--- config.mk ---
export PLATFORM = sky130hd
export DESIGN_NAME = wbwa_cache_ctrl
export DESIGN_NICKNAME = d
export VERILOG_FILES = /design/src/rtl/wbwa_cache_pkg.sv /design/src/rtl/wbwa_tag_store.sv /design/src/rtl/wbwa_data_store.sv /design/src/rtl/wbwa_ctrl_fsm.sv /design/src/rtl/wbwa_cache_ctrl.sv
export SDC_FILE = /design/constraint.sdc
export NUM_CORES = 1
export LEC_CHECK = 0
export ABC_AREA = 1
export BUFFER_PORTS_ARGS = -buffer_cell sky130_fd_sc_hd__buf_2
export CAP_MARGIN = 10
export CORE_MARGIN = 2
export CORE_UTILIZATION = 29
export CTS_CLUSTER_DIAMETER = 30
export DETAILED_ROUTE_END_ITERATION = 10
export HOLD_SLACK_MARGIN = 0.1
export PLACE_DENSITY_LB_ADDON = 0.12
export SYNTH_ARGS = -nofsm -noshare
export SYNTH_HDL_FRONTEND = slang
export SYNTH_SLANG_ARGS = --single-unit
--- constraint.sdc ---
create_clock -name clk -period 3.3 [get_ports clk]
set_input_delay 0.165 -clock clk [delete_from_list [all_inputs] [get_ports clk]]
set_output_delay 0.165 -clock clk [all_outputs]
set_load 0.05 [all_outputs]
--- src/rtl/wbwa_cache_pkg.sv ---
package wbwa_cache_pkg;
   typedef enum logic [1:0] {
      ST_LOOKUP = 2'd0,
      ST_EVICT  = 2'd1,
      ST_FILL   = 2'd2
   } ctrl_state_e;
endpackage

--- src/rtl/wbwa_tag_store.sv ---
module wbwa_tag_store #(
   parameter int SETS    = 8,
   parameter int INDEX_W = 3,
   parameter int TAG_W   = 13
) (
   input  logic               clk,
   input  logic               rst_n,
   input  logic [INDEX_W-1:0] idx,
   input  logic               fill_en,
   input  logic [TAG_W-1:0]   fill_tag,
   input  logic               mark_dirty,
   output logic               rd_valid,
   output logic               rd_dirty,
   output logic [TAG_W-1:0]   rd_tag
);
   logic             vld [SETS];
   logic             drt [SETS];
   logic [TAG_W-1:0] tg  [SETS];

   for (genvar s = 0; s < SETS; s++) begin : g_frame
      logic sel;
      assign sel = (idx == INDEX_W'(s));

      // flags are reset; a refill makes the frame valid and clean
      always_ff @(posedge clk or negedge rst_n) begin
         if (!rst_n) begin
            vld[s] <= 1'b0;
            drt[s] <= 1'b0;
         end else if (sel) begin
            if (fill_en) begin
               vld[s] <= 1'b1;
               drt[s] <= 1'b0;
            end else if (mark_dirty) begin
               drt[s] <= 1'b1;
            end
         end
      end

      always_ff @(posedge clk) begin
         if (sel && fill_en) tg[s] <= fill_tag;
      end
   end

   assign rd_valid = vld[idx];
   assign rd_dirty = drt[idx];
   assign rd_tag   = tg[idx];
endmodule

--- src/rtl/wbwa_data_store.sv ---
module wbwa_data_store #(
   parameter int SETS    = 8,
   parameter int INDEX_W = 3,
   parameter int DATA_W  = 32
) (
   input  logic               clk,
   input  logic [INDEX_W-1:0] idx,
   input  logic               wr_en,
   input  logic [DATA_W-1:0]  wr_data,
   output logic [DATA_W-1:0]  rd_data
);
   logic [DATA_W-1:0] words [SETS];

   always_ff @(posedge clk) begin
      if (wr_en) words[idx] <= wr_data;
   end

   assign rd_data = words[idx];
endmodule

--- src/rtl/wbwa_ctrl_fsm.sv ---
module wbwa_ctrl_fsm
   import wbwa_cache_pkg::*;
(
   input  logic        clk,
   input  logic        rst_n,
   input  logic        cpu_req,
   input  logic        cpu_we,
   input  logic        hit,
   input  logic        victim_dirty,
   input  logic        mem_ack,
   output ctrl_state_e state,
   output logic        cpu_ready,
   output logic        mem_req,
   output logic        mem_we,
   output logic        fill_en,
   output logic        hit_write
);
   ctrl_state_e nxt;

   always_comb begin
      nxt       = state;
      cpu_ready = 1'b0;
      mem_req   = 1'b0;
      mem_we    = 1'b0;
      fill_en   = 1'b0;
      hit_write = 1'b0;
      unique case (state)
         ST_LOOKUP: begin
            if (cpu_req && hit) begin
               cpu_ready = 1'b1;
               hit_write = cpu_we;
            end else if (cpu_req) begin
               nxt = victim_dirty ? ST_EVICT : ST_FILL;
            end
         end
         ST_EVICT: begin
            mem_req = 1'b1;
            mem_we  = 1'b1;
            if (mem_ack) nxt = ST_FILL;
         end
         ST_FILL: begin
            mem_req = 1'b1;
            if (mem_ack) begin
               fill_en = 1'b1;
               nxt     = ST_LOOKUP;
            end
         end
         default: nxt = ST_LOOKUP;
      endcase
   end

   always_ff @(posedge clk or negedge rst_n) begin
      if (!rst_n) state <= ST_LOOKUP;
      else        state <= nxt;
   end
endmodule

--- src/rtl/wbwa_cache_ctrl.sv ---
module wbwa_cache_ctrl
   import wbwa_cache_pkg::*;
#(
   parameter int ADDR_W  = 16,
   parameter int DATA_W  = 32,
   parameter int INDEX_W = 3
) (
   input  logic              clk,
   input  logic              rst_n,
   input  logic              cpu_req,
   input  logic              cpu_we,
   input  logic [ADDR_W-1:0] cpu_addr,
   input  logic [DATA_W-1:0] cpu_wdata,
   output logic [DATA_W-1:0] cpu_rdata,
   output logic              cpu_ready,
   output logic              mem_req,
   output logic              mem_we,
   output logic [ADDR_W-1:0] mem_addr,
   output logic [DATA_W-1:0] mem_wdata,
   input  logic [DATA_W-1:0] mem_rdata,
   input  logic              mem_ack
);
   localparam int SETS  = 1 << INDEX_W;
   localparam int TAG_W = ADDR_W - INDEX_W;

   logic [INDEX_W-1:0] idx;
   logic [TAG_W-1:0]   req_tag;
   logic               rd_valid, rd_dirty;
   logic [TAG_W-1:0]   rd_tag;
   logic [DATA_W-1:0]  rd_data;
   logic               hit, victim_dirty, fill_en, hit_write;
   ctrl_state_e        state;

   assign idx     = cpu_addr[INDEX_W-1:0];
   assign req_tag = cpu_addr[ADDR_W-1:INDEX_W];

   wbwa_tag_store #(.SETS(SETS), .INDEX_W(INDEX_W), .TAG_W(TAG_W)) u_tags (
      .clk(clk), .rst_n(rst_n), .idx(idx), .fill_en(fill_en),
      .fill_tag(req_tag), .mark_dirty(hit_write),
      .rd_valid(rd_valid), .rd_dirty(rd_dirty), .rd_tag(rd_tag)
   );

   wbwa_data_store #(.SETS(SETS), .INDEX_W(INDEX_W), .DATA_W(DATA_W)) u_data (
      .clk(clk), .idx(idx), .wr_en(fill_en | hit_write),
      .wr_data(fill_en ? mem_rdata : cpu_wdata), .rd_data(rd_data)
   );

   assign hit          = rd_valid && (rd_tag == req_tag);
   assign victim_dirty = rd_valid && rd_dirty;

   wbwa_ctrl_fsm u_fsm (
      .clk(clk), .rst_n(rst_n), .cpu_req(cpu_req), .cpu_we(cpu_we),
      .hit(hit), .victim_dirty(victim_dirty), .mem_ack(mem_ack),
      .state(state), .cpu_ready(cpu_ready), .mem_req(mem_req),
      .mem_we(mem_we), .fill_en(fill_en), .hit_write(hit_write)
   );

   // eviction address comes from the stored tag, not from the CPU tag
   assign mem_addr  = (state == ST_EVICT) ? {rd_tag, idx} : cpu_addr;
   assign mem_wdata = rd_data;
   assign cpu_rdata = rd_data;
endmodule

# ---- Word-level counts from Yosys, hierarchy flattened
# Memories as Yosys holds them, arrays and structs flattened.
# Cells that the tools add are included.
dict set report classes {
  magnitude_cmp 1
  n_eq_ne 14
  n_mux 63
  bitwise_logic 2
  reduce_logical 39
}
# operator count
set op_table {}
lappend op_table {{two-way mux 13 bit} 7}
lappend op_table {{OR reduction 13 bit} 7}
lappend op_table {{two-way mux 1 bit} 39}
lappend op_table {{two-way mux 32 bit} 1}
lappend op_table {{AND reduction 2 bit} 16}
lappend op_table {{two-way mux 3 bit} 7}
lappend op_table {{two-way mux 16 bit} 1}
lappend op_table {{equality test 13 bit} 1}
lappend op_table {{equality test 3 bit, second input constant} 4}
lappend op_table {{logical AND 1 bit} 11}
lappend op_table {{two-way mux 2 bit} 5}
lappend op_table {{!= test 2 bit, second input constant} 4}
lappend op_table {{binary-select mux 1 bit (select 3 bit)} 2}
lappend op_table {{equality test 3 x 2 -> 1 bit, second input constant} 2}
lappend op_table {{one-hot mux 2 bit (3 select lines)} 1}
lappend op_table {{>= comparator 4 bit, second input constant} 1}
lappend op_table {{inverter 3 -> 4 bit} 1}
lappend op_table {{AND reduction 4 bit} 1}
lappend op_table {{equality test 3 x 1 -> 1 bit, second input constant} 1}
lappend op_table {{logical NOT 3 bit} 1}
lappend op_table {{equality test 2 x 1 -> 1 bit, second input constant} 1}
lappend op_table {{equality test 2 bit, second input constant} 1}
lappend op_table {{logical NOT 2 bit} 1}
lappend op_table {{nonzero test 2 bit} 1}
lappend op_table {{other kinds (2)} 2}
dict set report word_totals {
  regBits 18
  mem_bits_rw 360
  in_bits 85
  output_inout_bits 83
  elab_cells 138
  memories 2
}
# name words word_bits read_ports rd_ports_with_merged_regs write_ports line
set memory_table {}
lappend memory_table {u_data.words 8 32 1 0 1 wbwa_data_store.sv:12} ;# logic [DATA_W-1:0] words [SETS];
lappend memory_table {u_tags.tg 8 13 1 0 1 wbwa_tag_store.sv:18} ;# logic [TAG_W-1:0] tg [SETS];

# ---- Longest topological paths before layout
dict set report depth {
  word_depth 13
  mapped_depth 18
}

# ---- Modules after synthesis
# A second synthesis with hierarchy kept.
dict set report unflattened {
  cells_unflattened 1838
  area_unflattened_um2 17324.1
}
# mod n_inst cells_per_inst area_each_um2 seq_area_each_um2
set by_module_without_submodules {}
lappend by_module_without_submodules {wbwa_data_store 1 1052 10831.6 7687.4}
lappend by_module_without_submodules {wbwa_tag_store 1 510 5147.4 3523.4}
lappend by_module_without_submodules {wbwa_cache_ctrl 1 235 1098.6 0.0}
lappend by_module_without_submodules {wbwa_ctrl_fsm 1 41 246.5 50.0}

# ---- Worst setup path after synthesis
# No wires, ideal clock.
dict set report synth_timing {
  kind {input-to-output}
  start {in cpu_addr[0]}
  end {out mem_wdata[13]}
  t_arrival_ns 2.660
  required_ns 3.135
  slack_ns 0.475
  path_stages 8
  path_buffers 5
  path_cell_list {buf_2 > buf_4 > nor2_2 > clkbuf_1 > buf_1 > a22oi_1 > a31oi_1 > buf_4}
}
dict set report synth_via {
  elab_chain_len 1
}
# item line
set synth_rtl {}
lappend synth_rtl {{start: declaration} wbwa_cache_ctrl.sv:12} ;# input logic [ADDR_W-1:0] cpu_addr,
lappend synth_rtl {{memory (8 x 32 bit)} n/a}
lappend synth_rtl {{end: declaration} wbwa_cache_ctrl.sv:19} ;# output logic [DATA_W-1:0] mem_wdata,
# Every way passes these cells.

# ---- Final worst setup path
dict set report layout_timing {
  start {reg u_tags.vld[5] (netlist name)}
  end {reg u_fsm.state[1]}
}
dict set report layout_via {
  elab_chain_len 8
  elab_cells_between_ends 12
  cone_classes {1 x eq/ne; 7 x mux; 4 x reduce/logical}
}
# item line
set layout_rtl {}
lappend layout_rtl {{start: declaration} wbwa_tag_store.sv:16} ;# logic vld [SETS];
lappend layout_rtl {{start signal: indexed assignment} wbwa_tag_store.sv:27} ;# vld[s] <= 1'b0;
lappend layout_rtl {{start signal: indexed assignment} wbwa_tag_store.sv:31} ;# vld[s] <= 1'b1;
lappend layout_rtl {{binary-select mux 1 bit (select 3 bit) *} wbwa_tag_store.sv:44} ;# assign rd_valid = vld[idx];
lappend layout_rtl {{two-way mux 1 bit (implied by the code) * (2 in series)} wbwa_tag_store.sv:44}
lappend layout_rtl {{logical AND 1 bit} wbwa_cache_ctrl.sv:49} ;# assign victim_dirty = rd_valid && rd_dirty;
lappend layout_rtl {{two-way mux 2 bit} wbwa_ctrl_fsm.sv:33} ;# nxt = victim_dirty ? ST_EVICT : ST_FILL;
lappend layout_rtl {{two-way mux 2 bit} wbwa_ctrl_fsm.sv:32} ;# end else if (cpu_req) begin
lappend layout_rtl {{two-way mux 2 bit} wbwa_ctrl_fsm.sv:29} ;# if (cpu_req && hit) begin
lappend layout_rtl {{one-hot mux 2 bit (3 select lines)} wbwa_ctrl_fsm.sv:27} ;# unique case (state)
lappend layout_rtl {{end signal: assignment} wbwa_ctrl_fsm.sv:54} ;# else state <= nxt;
lappend layout_rtl {{end: declaration} wbwa_ctrl_fsm.sv:11} ;# output ctrl_state_e state,
# Every way passes the cells marked *; elsewhere a longest branch is shown, timed or not. The select of a mux whose other input is x is not followed.
# A chain may end at the register's enable or synchronous reset.

==> metrics.md <==
| Metric | Value |
|---|---|
| IO Port Bufs | `167` |
| Die H | `235 um` |
| Sw Share | `26.0%` |
| # H-tree levels | `3` |
| Remaining DRCs | `0` |
| TNS Setup | `0 ns` |
| Fmax | `0.325 GHz` |
| Cell Area, Placed | `0.0171 mm^2` |
| Yosys top cell area share | `69.9%` |
| Non-Filler Instances | `2328` |
| Combinational Power Share | `12.9%` |
| Reg clk slew, reported paths | `0.05 ns` |
| Vias in the first global route | `10748` |
| Clock Tree Root | `clkbuf_16` |
| Worst min path class | `primary input to flip-flop` |
| CTS tree | `done` |
| Tcrit/Tclk final | `93.3%` |
| Total core area | `0.0527 mm^2` |
| Commonest non-fill, non-tap cell in the layout | `nand2_1` |
| Grt total ovfl | `0` |
| Detailed placer's ending HPWL | `25.3 mm` |
| # rows | `84` |
| Clock power share | `53.5%` |
| Starting density of the core | `29.4%` |
| Fin. max-slew vios | `0` |
| Sw power | `0.00448 W` |
| 1st-iter DRT viols | `627` |
| Clk_lat worst skew | `0.61 ns` |
| Worst Tran Pin Value | `1.04 ns` |
| Post-layout minimum cycle time | `3.08 ns` |
| Largest net degree at the start of global routing | `65` |
| Worst EP arrival | `3.56 ns` |
| Commonest non-fill, non-tap cells in the layout | `nand2_1 (470), edfxtp_1 (360), buf_2 (166), clkbuf_16 (89), dlygate4sd3_1 (78)` |
| Syn_area_per_cell | `12.1 um^2` |
| Final Skew | `0.0280 ns` |
| WS Path Type | `flip-flop to flip-flop` |
| Worst-path fanout max | `4` |
| Area of the multi-input gates | `0.00355 mm^2` |
| YS warnings | `0` |
| Cell Chain, Critical Path | `inv_1 -> o21ai_0 -> nand2_1 -> nand3_1 -> nand2_1 -> nor2_1 -> nand2_1 -> nor2_1 -> nand2_1 -> nor2_4 -> nand2_2 -> nand4_1 -> dlygate4sd3_1 -> nand2_1 -> dlygate4sd3_1` |
| I/O Pins | `168` |
| Synth unique cells | `27` |
| Family with the most delay on the worst path | `simple AND/OR/NAND/NOR gates` |
| Clk sinks | `378` |
| Synthesis-to-finish area growth | `36.5%` |
| Sequential share of power | `33.6%` |
| Total placed cells including tap cells | `2081` |
| Synth area leader | `edfxtp_1` |
| First-pass DRT Iterations | `5` |
| First-pass GRT wire length | `66.4 mm` |
| Worst path slowest cell | `dlygate4sd3_1` |
| Slew headroom | `30.5%` |
| CP max stage delay | `0.55 ns` |
| DR vias/cell | `4.58` |
| Endpoints failing hold | `0` |
| Lkg Pwr | `8.24 nW` |
| Sequential cell area | `0.0113 mm^2` |
| ANT nets after route | `0` |
| Cell mode on critical path | `nand2_1` |
| Initial antenna violation count | `0` |
| Setup crit end kind | `flip-flop` |
| NumNets Final | `1651` |
| Synthesis-stage register bit count | `378` |
| Synthesized Nets | `1371` |
| Pint | `0.0128 W` |
| Post-Syn Area | `0.0155 mm^2` |
| Cell area after layout | `0.0211 mm^2` |
| Design Power | `0.0173 W` |
| Max Root-Sink Buffers | `3` |
| RSZ-0062 raised after global routing | `false` |
| Post-Route WL | `44.0 mm` |
| Worst EP required | `3.78 ns` |
| Die W | `235 um` |
| Status | `completed` |
| Pwr dens | `818 mW/mm^2` |
| Startpoint types | `flip-flop` |
| Number of setup violations in the final report | `0` |
| Placer Congestion | `0.734` |
| Vias | `10656` |
| Buffers and inverters on the worst path | `3` |
| CTS buffer count | `89` |
| Area contributors post-synth | `edfxtp_1 (70%), nand2_1 (12%), a22oi_1 (3.2%), dfrtp_1 (2.9%), buf_4 (1.8%)` |
| Hold slack | `0.134 ns` |
| VDD IR max | `0.417 mV` |
| Max Cap Viol | `0` |
| Tot GR Track Use | `15.8%` |
| Die ar. | `0.0552 mm^2` |
| Cells after synthesis | `1283` |
| # fillers | `4986` |
| Fraction of layout cells with a size suffix above 1 | `22.8%` |
| Sequential area share after synthesis | `72.8%` |
| Routed len/inst | `18.9 um` |
stage by stage:
step,setup slack (ns),utilization [%]
2_1_floorplan,0.475,-
3_3_place_gp,0.238,32.5
3_5_place_dp,0.168,32.5
4_1_cts,0.0377,40.1
5_1_grt,0.00858,40.1
6_report,0.220,40.1
worst min-delay path, stage by stage:
cell and delay, ns:
buf_2 0.08, nand2_1 0.08, nand2_1 0.24
final timing paths:
check                                               start  slack [ns]                            end  cells past startpoint
min in group asynchronous                           rst_n        0.84      u_tags.vld[6]$_DFFE_PN0P_                      3
worst max-delay path            u_tags.vld[5]$_DFFE_PN0P_        0.22     u_fsm.state[1]$_DFFE_PN0P_                     15
worst max register to register  u_tags.vld[5]$_DFFE_PN0P_        0.22     u_fsm.state[1]$_DFFE_PN0P_                     15
worst min-delay path                        cpu_wdata[31]        0.13  u_data.words[1][31]$_DFFE_PP_                      3
max in group asynchronous                           rst_n        1.81      u_tags.vld[0]$_DFFE_PN0P_                      3
worst min register to register  u_tags.vld[5]$_DFFE_PN0P_        0.45      u_tags.vld[5]$_DFFE_PN0P_                      2
cells by family (layout without fill, tap and decap cells):
logic type | count (synthesis) | count (layout) | share of synthesized area, %
AND/OR/NAND/NOR | 616 | 616 | 16.3
buffers and inverters | 141 | 497 | 4.50
AO/OA/AOI/OAI | 145 | 145 | 6.24
other | 0 | 1 | 0
flip-flops | 378 | 378 | 72.8
adder cells (fa/ha/maj) | 3 | 3 | 0.243
what timing repair did:
item                                    in CTS  in global routing
resized for setup                            0                  0
hold endpoints to repair                   353                  0
setup buffers                                0                  1
hold buffers                                78                  0
endpoints found under the setup margin       0                  1
area by class of cell:
type	count	area share, %
repair buffers	288	9.90
well taps	688	4.08
flip-flops and latches	378	53.3
inverters	42	0.746
clock inverters	69	4.42
clock buffers	98	10.7
multi-input cells	764	16.8
diodes	1	0.0118
synth_stat cells:
cell type    n
nand4_1     36
clkinv_1     1
inv_1       38
nand2_1    479
o211ai_1     1
ha_1         3
nor2_1      44
nand2_2      1
buf_6        1
a211oi_1    12
o21ai_0     21
a31oi_1     32
buf_1       11
nor2_4       2
nor2_2       1
inv_2        3
nand3b_1     9
a21oi_1     12
dfrtp_1     18
clkbuf_1    35
buf_4       38
or2_2        3
o21bai_1     1
edfxtp_1   360
nand3_1     41
a22oi_1     66
buf_2       14
per-layer routing:
metal	up-vias	routed length [um]	track usage, %
met2	263	21400	25.9
met1	5219	20200	21.2
met4	0	659	5.04
met5	-	0	0
met3	55	1770	3.05
li1	5119	-	-
flip-flops by register name (all words and copies together) (netlist names):
name,flops
u_data.words,256
u_tags.tg,104
u_fsm.state,2
u_tags.vld,8
u_tags.drt,8
power groups by stage:
stage                     sequential, W  clock, W  combinational (W)
after CTS                       0.00580   0.00938            0.00228
after global placement          0.00589         0            0.00206
after floorplan                 0.00587         0            0.00139
final                           0.00581   0.00923            0.00223
after global routing            0.00582   0.00962            0.00244
after detailed placement        0.00589         0            0.00207
Power figures use the tool's default switching activity.
